[src/rtl/dpot_i2c_pkg.sv]
package dpot_i2c_pkg;
  localparam int BYTE_W  = 8;
  localparam int IB_CHAN = 7;
  localparam int IB_SHDN = 6;
  localparam int IB_PROG = 5;
  localparam int IB_RSVD = 4;
  localparam int IB_OVR  = 3;

  typedef enum logic [2:0] {
    ST_IDLE, ST_RX, ST_RX_END, ST_ACK_OUT, ST_TX, ST_ACK_IN
  } fsm_t;

  typedef enum logic [1:0] {
    PH_ADDR, PH_INSTR, PH_DATA, PH_READ
  } phase_t;

  typedef struct packed {
    logic chan;
    logic shdn;
    logic prog;
    logic ovr;
  } instr_t;
endpackage

[src/rtl/dpot_i2c_linemon.sv]
module dpot_i2c_linemon #(
  parameter int SYNC_STAGES = 2
) (
  input  logic clk,
  input  logic rst,
  input  logic scl_i,
  input  logic sda_i,
  output logic scl_s,
  output logic sda_s,
  output logic scl_rise,
  output logic scl_fall,
  output logic start_det,
  output logic stop_det
);
  logic [SYNC_STAGES-1:0][1:0] stg;
  logic scl_q, sda_q;

  always_ff @(posedge clk) begin
    if (rst) begin
      stg   <= '1;
      scl_q <= 1'b1;
      sda_q <= 1'b1;
    end else begin
      stg   <= {stg[SYNC_STAGES-2:0], {scl_i, sda_i}};
      scl_q <= scl_s;
      sda_q <= sda_s;
    end
  end

  assign scl_s     = stg[SYNC_STAGES-1][1];
  assign sda_s     = stg[SYNC_STAGES-1][0];
  assign scl_rise  = scl_s & ~scl_q;
  assign scl_fall  = ~scl_s & scl_q;
  assign start_det = scl_s & scl_q & sda_q & ~sda_s;
  assign stop_det  = scl_s & scl_q & ~sda_q & sda_s;
endmodule

[src/rtl/dpot_i2c_frame.sv]
module dpot_i2c_frame
  import dpot_i2c_pkg::*;
(
  input  logic              clk,
  input  logic              rst,
  input  logic              scl_rise,
  input  logic              scl_fall,
  input  logic              sda_s,
  input  logic              start_det,
  input  logic              stop_det,
  input  logic [6:0]        dev_addr,
  input  logic [BYTE_W-1:0] wiper_a,
  input  logic [BYTE_W-1:0] wiper_b,
  input  logic [1:0]        otp_flags,
  output logic              sda_oe,
  output logic              cmd_stb,
  output instr_t            cmd,
  output logic [BYTE_W-1:0] cmd_data
);
  localparam int CNT_W = $clog2(BYTE_W);
  localparam logic [CNT_W-1:0] LAST_BIT = CNT_W'(BYTE_W - 1);

  fsm_t              state;
  phase_t            phase;
  logic [CNT_W-1:0]  cnt;
  logic [BYTE_W-1:0] shreg, txreg;
  logic              tx_vfy, rd_chan, cur_ok, ack_in;
  instr_t            cur;

  logic [BYTE_W-1:0] wiper_sel, vfy_byte, next_tx;
  assign wiper_sel = rd_chan ? wiper_b : wiper_a;
  assign vfy_byte  = {otp_flags, {(BYTE_W-2){1'b0}}};
  assign next_tx   = tx_vfy ? vfy_byte : wiper_sel;

  always_ff @(posedge clk) begin
    if (rst) begin
      state    <= ST_IDLE;
      phase    <= PH_ADDR;
      cnt      <= '0;
      shreg    <= '0;
      txreg    <= '0;
      tx_vfy   <= 1'b0;
      rd_chan  <= 1'b0;
      cur_ok   <= 1'b0;
      ack_in   <= 1'b0;
      cur      <= '0;
      sda_oe   <= 1'b0;
      cmd_stb  <= 1'b0;
      cmd      <= '0;
      cmd_data <= '0;
    end else begin
      cmd_stb <= 1'b0;
      if (start_det) begin
        state  <= ST_RX;
        phase  <= PH_ADDR;
        cnt    <= '0;
        sda_oe <= 1'b0;
      end else if (stop_det) begin
        state  <= ST_IDLE;
        sda_oe <= 1'b0;
      end else begin
        case (state)
          ST_RX: if (scl_rise) begin
            shreg <= {shreg[BYTE_W-2:0], sda_s};
            cnt   <= cnt + 1'b1;
            if (cnt == LAST_BIT) state <= ST_RX_END;
          end
          ST_RX_END: if (scl_fall) begin
            state  <= ST_ACK_OUT;
            sda_oe <= 1'b1;
            case (phase)
              PH_ADDR: begin
                if (shreg[BYTE_W-1:1] == dev_addr) begin
                  phase <= shreg[0] ? PH_READ : PH_INSTR;
                end else begin
                  state  <= ST_IDLE;
                  sda_oe <= 1'b0;
                end
              end
              PH_INSTR: begin
                phase  <= PH_DATA;
                cur_ok <= ~shreg[IB_RSVD];
                if (!shreg[IB_RSVD]) begin
                  cur.chan <= shreg[IB_CHAN];
                  cur.shdn <= shreg[IB_SHDN];
                  cur.prog <= shreg[IB_PROG];
                  cur.ovr  <= shreg[IB_OVR];
                  rd_chan  <= shreg[IB_CHAN];
                end
              end
              default: begin
                if (cur_ok) begin
                  cmd_stb  <= 1'b1;
                  cmd      <= cur;
                  cmd_data <= shreg;
                end
              end
            endcase
          end
          ST_ACK_OUT: if (scl_fall) begin
            cnt <= '0;
            if (phase == PH_READ) begin
              txreg  <= wiper_sel;
              sda_oe <= ~wiper_sel[BYTE_W-1];
              tx_vfy <= 1'b1;
              state  <= ST_TX;
            end else begin
              sda_oe <= 1'b0;
              state  <= ST_RX;
            end
          end
          ST_TX: if (scl_fall) begin
            cnt <= cnt + 1'b1;
            if (cnt == LAST_BIT) begin
              sda_oe <= 1'b0;
              state  <= ST_ACK_IN;
            end else begin
              txreg  <= {txreg[BYTE_W-2:0], 1'b0};
              sda_oe <= ~txreg[BYTE_W-2];
            end
          end
          ST_ACK_IN: begin
            if (scl_rise) ack_in <= ~sda_s;
            if (scl_fall) begin
              if (ack_in) begin
                txreg  <= next_tx;
                sda_oe <= ~next_tx[BYTE_W-1];
                tx_vfy <= ~tx_vfy;
                cnt    <= '0;
                state  <= ST_TX;
              end else begin
                state <= ST_IDLE;
              end
            end
          end
          default: ;
        endcase
      end
    end
  end
endmodule

[src/rtl/dpot_i2c_target.sv]
module dpot_i2c_target
  import dpot_i2c_pkg::*;
#(
  parameter logic [4:0] ADDR_HI     = 5'b01011,
  parameter int         SYNC_STAGES = 2
) (
  input  logic       clk,
  input  logic       rst,
  input  logic       scl_i,
  input  logic       sda_i,
  output logic       sda_oe,
  input  logic [1:0] addr_pin,
  input  logic [7:0] wiper_a,
  input  logic [7:0] wiper_b,
  input  logic [1:0] otp_flags,
  output logic       cmd_stb,
  output logic       cmd_chan,
  output logic       cmd_shdn,
  output logic       cmd_prog,
  output logic       cmd_ovr,
  output logic [7:0] cmd_data
);
  logic   scl_s, sda_s, scl_rise, scl_fall, start_det, stop_det;
  instr_t cmd;

  dpot_i2c_linemon #(.SYNC_STAGES(SYNC_STAGES)) u_mon (
    .clk(clk), .rst(rst), .scl_i(scl_i), .sda_i(sda_i),
    .scl_s(scl_s), .sda_s(sda_s), .scl_rise(scl_rise), .scl_fall(scl_fall),
    .start_det(start_det), .stop_det(stop_det)
  );

  dpot_i2c_frame u_frame (
    .clk(clk), .rst(rst), .scl_rise(scl_rise), .scl_fall(scl_fall),
    .sda_s(sda_s), .start_det(start_det), .stop_det(stop_det),
    .dev_addr({ADDR_HI, addr_pin}), .wiper_a(wiper_a), .wiper_b(wiper_b),
    .otp_flags(otp_flags), .sda_oe(sda_oe), .cmd_stb(cmd_stb),
    .cmd(cmd), .cmd_data(cmd_data)
  );

  assign cmd_chan = cmd.chan;
  assign cmd_shdn = cmd.shdn;
  assign cmd_prog = cmd.prog;
  assign cmd_ovr  = cmd.ovr;
endmodule

[config.mk]
export PLATFORM = sky130hd
export DESIGN_NAME = dpot_i2c_target
export DESIGN_NICKNAME = d
export VERILOG_FILES = /design/src/rtl/dpot_i2c_pkg.sv /design/src/rtl/dpot_i2c_linemon.sv /design/src/rtl/dpot_i2c_frame.sv /design/src/rtl/dpot_i2c_target.sv
export SDC_FILE = /design/constraint.sdc
export NUM_CORES = 1
export LEC_CHECK = 0
export ABC_CLOCK_PERIOD_IN_PS = 4900
export BUFFER_PORTS_ARGS = -buffer_cell sky130_fd_sc_hd__buf_2
export CORE_MARGIN = 1
export CORE_UTILIZATION = 45
export DETAILED_ROUTE_END_ITERATION = 8
export GPL_ROUTABILITY_DRIVEN = 1
export MAX_ROUTING_LAYER = met4
export PLACE_DENSITY = 0.72
export SETUP_SLACK_MARGIN = 0.02
export SYNTH_ARGS = -nofsm -noshare
export SYNTH_HDL_FRONTEND = slang
export SYNTH_HIERARCHICAL = 1
export SYNTH_SLANG_ARGS = --single-unit
[constraint.sdc]
create_clock -name clk -period 4.9 [get_ports clk]
set_clock_uncertainty 0.05 [all_clocks]
set_input_delay 0.735 -clock clk [delete_from_list [all_inputs] [get_ports clk]]
set_output_delay 0.735 -clock clk [all_outputs]
set_load 0.01 [all_outputs]
# Word level (Yosys, flattened, before mapping)

Index checks and enable logic that the tools add are counted.

Reductions and logical operators: 24
Bitwise operators: 21
Mux-type cells: 48
$add $sub $neg: 1
Equal/unequal tests: 27

Operators with widths:

| cell                                                  | count |
|---|---|
| 2-to-1 mux 3 bit                                      | 15 |
| 2-to-1 mux 7 bit                                      | 6 |
| case mux 7 bit (3 select lines)                       | 1 |
| inequality test 4 bit, second input constant          | 5 |
| AND reduction 6 bit                                   | 3 |
| 2-to-1 mux 1 bit                                      | 16 |
| 2-to-1 mux 8 bit                                      | 2 |
| AND reduction 8 bit                                   | 2 |
| case mux 3 bit (5 select lines)                       | 1 |
| inverter 1 bit                                        | 14 |
| AND reduction 7 bit                                   | 2 |
| inequality test 2 bit, second input constant          | 6 |
| case mux 3 bit (4 select lines)                       | 1 |
| inequality test 2 x 1 -> 1 bit, second input constant | 5 |
| AND reduction 5 bit                                   | 2 |
| == test 3 bit, second input constant                  | 3 |
| AND reduction 9 bit                                   | 1 |
| inequality test 4 x 3 -> 1 bit, second input constant | 2 |
| AND reduction 4 bit                                   | 2 |
| nonzero test 4 bit                                    | 2 |
| AND 1 bit                                             | 7 |
| == test 7 x 6 -> 1 bit                                | 1 |
| nonzero test 7 bit                                    | 1 |
| OR reduction 7 bit                                    | 1 |
| other kinds (15)                                      | 20 |

Register bits: 50
Input bits: 24

# Logic depth before layout (Yosys ltp)

Gate-level depths: netlist of run 1.

Depth after elaboration: 7
Gate-level depth with buffers: 8
Depth with buffers taken out: 7

# Cells and area by module

The synthesis of run 1 kept the hierarchy.

By module, submodules not included:

| module           | seq. area each (µm²) | times used | cells an instance | area each (µm²) |
|---|---|---|---|---|
| dpot_i2c_frame   | 880.8                | 1          | 257               | 2309.7 |
| dpot_i2c_linemon | 120.1                | 1          | 16                | 190.2 |
| dpot_i2c_target  | 0.0                  | 1          | 2                 | 7.5 |

# Worst setup path before layout of run 1

OpenSTA, ideal clock, no wires.

Kind: in2reg
Start point: input port addr_pin[0]
End point: register u_frame.phase[0]
Data arrival time: 1.775 ns
Stages: 5
Setup time: 0.070 ns
Slack: 3.005 ns
Path buffers: 0
Cell sequence: xor2_1 nor4_1 nand4_1 or3_1 a21oi_1

Word-level cells in the longest chain between the ends: 3

Ends and longest elaborated chain:

| what                                            | line                  | source |
|---|---|---|
| start, declared                                 | dpot_i2c_target.sv:12 | `input logic [1:0] addr_pin,` |
| == test 7 x 6 -> 1 bit                          | dpot_i2c_frame.sv:73  | `if (shreg[BYTE_W-1:1] == dev_addr) begin` |
| inequality test 2 x 1 -> 1 bit (no source line) | -                     |  |
| AND reduction 5 bit (no source line)            | -                     |  |
| end signal, assigned                            | dpot_i2c_frame.sv:74  | `phase <= shreg[0] ? PH_READ : PH_INSTR;` |
| end, declared                                   | dpot_i2c_frame.sv:24  | `phase_t phase;` |

Every way passes these cells.
A chain may end at the register's enable or synchronous reset.

# Worst setup path after layout of run 1

Start point: register u_mon.scl_q
End point: register u_frame.cmd_data[4]

Elaborated cells on any way between the ends: 9
Those cells by class: bitwise (8); reduce/logical (1)

RTL lines:

| what                                 | line                   | source |
|---|---|---|
| start, declared                      | dpot_i2c_linemon.sv:16 | `logic scl_q, sda_q;` |
| start signal, assigned               | dpot_i2c_linemon.sv:25 | `scl_q <= scl_s;` |
| AND 1 bit                            | dpot_i2c_linemon.sv:33 | `assign scl_fall = ~scl_s & scl_q;` |
| via scl_fall                         | dpot_i2c_target.sv:23  | `logic scl_s, sda_s, scl_rise, scl_fall, start_det, stop_det;` |
| AND reduction 6 bit (no source line) | -                      |  |
| end signal, assigned                 | dpot_i2c_frame.sv:95   | `cmd_data <= shreg;` |
| end, declared                        | dpot_i2c_frame.sv:18   | `output logic [BYTE_W-1:0] cmd_data` |

The timed path passes the listed nets, and every way through them passes these cells.

==> metrics.md, run 1 <==
| Metric | Value |
|---|---|
| Status | `finished, final reports clean` |
| Core ar. | `0.005238 mm²` |
| Worst Setup End Kind | `register` |
| Syn Inst Count | `275` |
| Largest family of logic cells by synthesized area | `simple AND/OR/NAND/NOR gates` |
| Die H | `76.65 µm` |
| RSZ-0062 raised after global routing | `no` |
| Simple-Gate Fraction of Synth Area | `21.61%` |
| Total number of vias | `1994` |
| Final Hold Viols | `0` |
| CTS clk-pin slew, worst paths | `0.09 ns` |
| Worst EP arrival | `2.71 ns` |
| Post-Synth XOR/XNOR Area | `3.543%` |
| PwrDens | `249.1 mW/mm²` |
| Setup_tns | `0 ns` |
| DR WL/cell | `12.72 µm` |
| Largest net degree at the start of global routing | `44` |
| CTS Buf Count | `5` |
| Wire length of the first global-routing pass | `8.204 mm` |
| # diodes | `0` |
| Slew HR | `48.98%` |
| Worst hold slack | `0.3849 ns` |
| Max Cap Viol | `0` |
| Post-Route WL | `4.809 mm` |
| Initial antenna violation count | `0` |
| Vias in the first global route | `1841` |
| Main flop type after synthesis | `dfxtp_1` |
| Post-synthesis mux area share | `13.62%` |
| Post-route ant nets | `0` |
| CTS tree | `yes` |
| Area of the mapped netlist | `0.002507 mm²` |
| GRT Total Usage | `17.71%` |
| Distinct cells, synth | `53` |
| Row count | `26` |
| Clk sinks | `50` |
| Synth Area in Adders | `0.9980%` |
| Dpl ws | `2.315 ns` |
| Final period utilization | `52.98%` |
| Clock Latency Late Sink | `0.30 ns` |
| Sequential-to-total area share from yosys stat | `39.92%` |
| Final Wtd Congestion | `0.8752` |
| Multi-input logic area | `0.001396 mm²` |
| Starting Density | `47.87%` |
| Fin. max-slew vios | `0` |
| Count of input and output buffers | `37` |
| DR DRC count | `0` |
| Avg Inst Size Synth | `9.118 µm²` |
| Synth Area in Compound Gates | `15.17%` |
| Max VDD drop | `0.0002014 V` |
| Setup violators final | `0` |
| Setup CP Type | `reg2reg` |
| EDFF count, synth | `0` |
| Root Buffer | `clkbuf_8` |
| Grt ovf | `0` |
| Area occupied by registers | `0.001001 mm²` |
| Fill cell count | `493` |
| CTS Hold Bufs | `0` |
| CP Launch Type | `register` |
| Die footprint | `0.005874 mm²` |
| Layout Nets | `333` |
| Synth async-reset ratio | `0%` |
| Pre-antenna DRT Iters | `4` |
| Critical path peak fanout | `12` |
| Die width | `76.65 µm` |
| Setup ws final | `2.304 ns` |
| Post-DP HPWL | `3.339 mm` |
| Warnings from Yosys | `6` |
| Data required, critical path | `5.01 ns` |
| Fmax | `385.2 MHz` |
| Fin util | `53.44%` |
| Fin crit period | `2.596 ns` |
| Area growth from synthesis to layout | `11.63%` |
| Worst-margin pin slew | `0.7653 ns` |
| Leak pwr | `0.001099 µW` |
| Hold crit path type | `reg2reg` |
| Clk buf depth | `2` |
| Synthesis-stage register bit count | `50` |
| Layout cells sized above 1 | `20.45%` |
| Routed vias/inst | `5.275` |
| Initial DRC count | `138` |
| H-tree depth | `2` |
| PostCTS Resize Cnt | `0` |
| Ports | `38` |
| Setup bufs post-CTS | `0` |
==> sequential cells by signal, summed over array words and instances (netlist names) <==
signal            count
u_frame/ack_in        1
u_frame/cur           4
u_mon/scl_q           1
u_mon/stg             2
u_frame/cmd_stb       1
u_frame/cur_ok        1
u_frame/phase         2
u_frame/txreg         7
u_frame/shreg         8
u_mon/scl_s           1
u_frame/cmd_data      8
u_frame/sda_oe        1
u_mon/sda_q           1
u_frame/cmd           4
u_frame/state         3
u_frame/cnt           3
u_frame/tx_vfy        1
u_mon/sda_s           1
==> metal layers <==
metal / track usage [%] / share of wire (%) / up-vias
li1: - / - / 1021
met1: 22.27 / 51 / 939
met2: 28.56 / 46 / 30
met3: 3.713 / 2.8 / 4
met4: 5.192 / 0.75 / 0
met5: - / 0 / -
==> stage by stage <==
step | cell area (µm²) | power, µW | instances
final | 2799 | 697.3 | 378
after global routing | 2799 | 725.8 | 378
after CTS | 2799 | 704.5 | 378
after detailed placement | 2700 | 454.5 | 370
after global placement | 2700 | 453.5 | 370
after floorplan | 2519 | 441.8 | 278
==> Yosys cell counts (2+ instances only) <==
library cell | instances | area share (%)
nor2_2 | 3 | 0.75
nor2b_1 | 5 | 1.2
or3_1 | 2 | 0.50
clkbuf_1 | 6 | 0.90
a21oi_1 | 19 | 3.8
dfxtp_1 | 50 | 40
o21ai_0 | 8 | 1.6
or2_1 | 6 | 1.5
a22o_1 | 2 | 0.70
a31oi_1 | 3 | 0.75
and4b_1 | 2 | 0.80
nor3_1 | 4 | 0.80
nand3_1 | 4 | 0.80
a311o_1 | 3 | 1.2
a211oi_2 | 4 | 2.0
a211oi_1 | 2 | 0.60
o221a_2 | 2 | 0.90
a221oi_1 | 2 | 0.70
nand2_1 | 11 | 1.6
nand2b_1 | 4 | 1.0
mux2i_1 | 33 | 13
nor2_1 | 46 | 6.9
buf_2 | 4 | 0.80
buf_6 | 4 | 1.8
xor2_1 | 4 | 1.4
o21bai_1 | 2 | 0.60
nor4_1 | 2 | 0.50
xnor2_1 | 3 | 1.0
inv_1 | 8 | 1.2
nand4_1 | 2 | 0.50
ha_1 | 2 | 1.0
conb_1 | 2 | 0.30
==> cell families after synthesis <==
group	after synthesis
buf+inv	23
mux	34
simple gates	103
flops	50
xor+xnor	8
compound gates	53
other cells	2
fa+ha+maj	2
==> placed cells by master, fill, tap and decap left out, types with 3 or more instances in the layout <==
cell type	n
a211oi_2	4
a311o_1	3
nand2_1	11
or2_1	6
o21ai_0	8
inv_1	8
clkbuf_8	6
nand3_1	4
nor2_1	46
nor3_1	4
xor2_1	4
a31oi_1	3
nand2b_1	4
mux2i_1	33
buf_2	37
a21oi_1	19
nor2_2	3
dfxtp_1	50
conb_1	5
xnor2_1	3
nor2b_1	5
==> critical path: stages (launching register included) <==
cell,delay (ns)
dfxtp_1,0.36
nor2b_1,0.59
nand3b_4,0.12
or3_4,0.38
nor3_4,0.64
mux2i_1,0.28
nor2_1,0.05
==> cell type report <==
cell class	instances	share of cell area, %
Timing Repair Buffer	37	6.616
Clock inverter	2	0.5811
Inverter	8	1.073
Sequential cell	50	35.76
Tap cell	70	3.129
Multi-Input combinational cell	205	49.89
Clock buffer	6	2.950
==> path summary, 6_finish.rpt <==
path / slack [ns] / startpoint / end / cells past startpoint
max: 2.30 / u_mon/scl_q / u_frame/cmd_data[4] / 6
min: 0.38 / u_mon/stg[0] / u_mon/sda_s / 1
max reg2reg: 2.30 / u_mon/scl_q / u_frame/cmd_data[4] / 6
min reg2reg: 0.38 / u_mon/stg[0] / u_mon/sda_s / 1
==> where the power goes <==
| group | switching, µW | internal (µW) | total, µW |
|---|---|---|---|
| clock network | 136 | 116 | 252 |
| logic | 18.7 | 14.1 | 32.8 |
| registers | 3.70 | 408 | 412 |
No activity file was read; power rests on OpenSTA's default activity.
==> run 2, diff against run 1 <==
--- a/config.mk
+++ b/config.mk
@@ -5,14 +5,14 @@
 export SDC_FILE = /design/constraint.sdc
 export NUM_CORES = 1
 export LEC_CHECK = 0
-export ABC_CLOCK_PERIOD_IN_PS = 4900
+export ABC_CLOCK_PERIOD_IN_PS = 2130
 export BUFFER_PORTS_ARGS = -buffer_cell sky130_fd_sc_hd__buf_2
 export CORE_MARGIN = 1
 export CORE_UTILIZATION = 45
 export DETAILED_ROUTE_END_ITERATION = 8
 export GPL_ROUTABILITY_DRIVEN = 1
 export MAX_ROUTING_LAYER = met4
-export PLACE_DENSITY = 0.72
+export PLACE_DENSITY = 0.75
 export SETUP_SLACK_MARGIN = 0.02
 export SYNTH_ARGS = -nofsm -noshare
 export SYNTH_HDL_FRONTEND = slang
==> constraint.sdc (replaced) <==
create_clock -name clk -period 2.13 [get_ports clk]
set_clock_uncertainty 0.05 [all_clocks]
set_input_delay 0.3195 -clock clk [delete_from_list [all_inputs] [get_ports clk]]
set_output_delay 0.3195 -clock clk [all_outputs]
set_load 0.01 [all_outputs]
==> run 2 against run 1 <==
Compared with the run above: sequential share of layout area down 1.4 points; worst setup slack worse by 2.2 ns; critical path type unchanged; utilization up 2.3 points; critical endpoint is now u_frame/txreg[6]; highest routed layer unchanged.
==> metrics.md, run 2 (same netlist as run 1, synthesis figures left out) <==
| Metric | Value |
|---|---|
| Layout cells sized above 1 | `24.84%` |
| Max VDD drop | `0.0004246 V` |
| Setup_tns | `0 ns` |
| CTS clk-pin slew, worst paths | `0.09 ns` |
| Wire length of the first global-routing pass | `8.673 mm` |
| Initial DRC count | `151` |
| Final Wtd Congestion | `0.7876` |
| # diodes | `0` |
| Core ar. | `0.005238 mm²` |
| Layout Nets | `347` |
| Starting Density | `47.87%` |
| Internal power | `1243 µW` |
| H-tree depth | `2` |
| Routed vias/inst | `5.207` |
| Count of input and output buffers | `37` |
| Die footprint | `0.005874 mm²` |
| Clk sinks | `50` |
| Final period utilization | `94.29%` |
| Initial antenna violation count | `0` |
| Fmax | `497.9 MHz` |
| Largest net degree at the start of global routing | `26` |
| Post-route ant nets | `0` |
| Total number of vias | `2041` |
| Status | `finished, final reports clean` |
| Row count | `26` |
| Top flop regs | `u_frame/cmd_data: 8 flops, u_frame/shreg: 8 flops, u_frame/txreg: 7 flops` |
| DR WL/cell | `12.66 µm` |
| Switch Pwr | `386.6 µW` |
| Setup CP Type | `reg2reg` |
| Most common cell after layout, fill and taps aside | `dfxtp_1` |
| Sequential Power Share | `58.1%` |
| Data required, critical path | `2.27 ns` |
| Clock Latency Late Sink | `0.32 ns` |
| GRT Total Usage | `19.13%` |
| Fill cell count | `470` |
| PostCTS Resize Cnt | `0` |
| Logic pwr share | `4.9%` |
| Area growth from synthesis to layout | `16.47%` |
| Setup bufs post-CTS | `0` |
| Post-Route WL | `4.961 mm` |
| Clock power frac | `37.0%` |
| Die H | `76.65 µm` |
| Fin crit period | `2.008 ns` |
| RSZ-0062 raised after global routing | `no` |
| Worst EP arrival | `2.15 ns` |
| Ports | `38` |
| Pre-antenna DRT Iters | `4` |
| Total power | `1630 µW` |
| PwrDens | `558.2 mW/mm²` |
| Clk buf depth | `2` |
| Max Cap Viol | `0` |
| Post-DP HPWL | `3.586 mm` |
| Hold crit path type | `in2reg` |
| CTS tree | `yes` |
| Leak pwr | `0.001176 µW` |
| Fin. max-slew vios | `0` |
| Worst Setup End Kind | `register` |
| Sw Ratio | `23.72%` |
| Vias in the first global route | `1888` |
| Grt ovf | `0` |
| Die width | `76.65 µm` |
| CTS Buf Count | `5` |
| DR DRC count | `0` |
| Root Buffer | `clkbuf_8` |
| Most frequent cells in the layout | `dfxtp_1, nor2_1, buf_2` |
| CP Launch Type | `register` |
| CTS Hold Bufs | `0` |
| Setup violators final | `0` |
| Critical path peak fanout | `11` |
| Final Hold Viols | `0` |
[run 2: power groups by stage]
stage	combinational, µW	clock [µW]	sequential, µW
floorplan	52.1	0	964
global placement	79.1	0	969
detailed placement	80.3	0	969
CTS	80.5	622	947
global route	90.5	655	949
finish	79.6	603	947
[run 2: worst max-delay path, cell delays in order, from the launching register on]
cell and delay, ns:
dfxtp_1 0.33, ha_1 0.20, ha_1 0.27, or3_1 0.41
a21oi_4 0.34, o221a_2 0.25, nor3_1 0.04
[run 2: cell type report]
type	instances	area, µm²	share of cell area [%]
clock buffers	6	82.58	2.828
clock inverters	2	16.27	0.5570
inverters	8	30.03	1.028
multi-input cells	205	1396	47.81
flip-flops and latches	50	1005	34.40
well taps	70	87.58	2.999
repair buffers	51	302.8	10.37
[run 2: per-stage QoR]
| stage | std cells | hold slack [ns] | instance area, µm² | setup WS [ns] | util [%] |
|---|---|---|---|---|---|
| floorplan | 278 | 0.3332 | 2519 | 0.2582 | - |
| CTS | 392 | 0.1186 | 2917 | 0.1062 | 55.69 |
| global route | 392 | 0.1215 | 2920 | 0.04559 | 55.76 |
| detailed placement | 384 | 0.3421 | 2818 | 0.1188 | 53.80 |
| global placement | 384 | 0.3358 | 2818 | 0.1444 | 53.80 |
| finish | 392 | 0.1309 | 2920 | 0.1216 | 55.76 |
[run 2: final timing paths]
path | start | end | slack (ns) | depth (start not counted)
hold reg to reg | u_mon/stg[0] | u_mon/sda_s | 0.36 | 1
setup / recovery | u_frame/cnt[0] | u_frame/txreg[6] | 0.12 | 6
setup reg to reg | u_frame/cnt[0] | u_frame/txreg[6] | 0.12 | 6
hold / removal | scl_i | u_mon/stg[1] | 0.13 | 2
[run 2: routing by layer]
layer	track usage, %	part of all wire [%]	wire length (µm)
met3	4.910	4.2	209
met4	7.308	1.8	91
met2	28.65	44	2180
met1	24.67	50	2479
met5	-	0	0
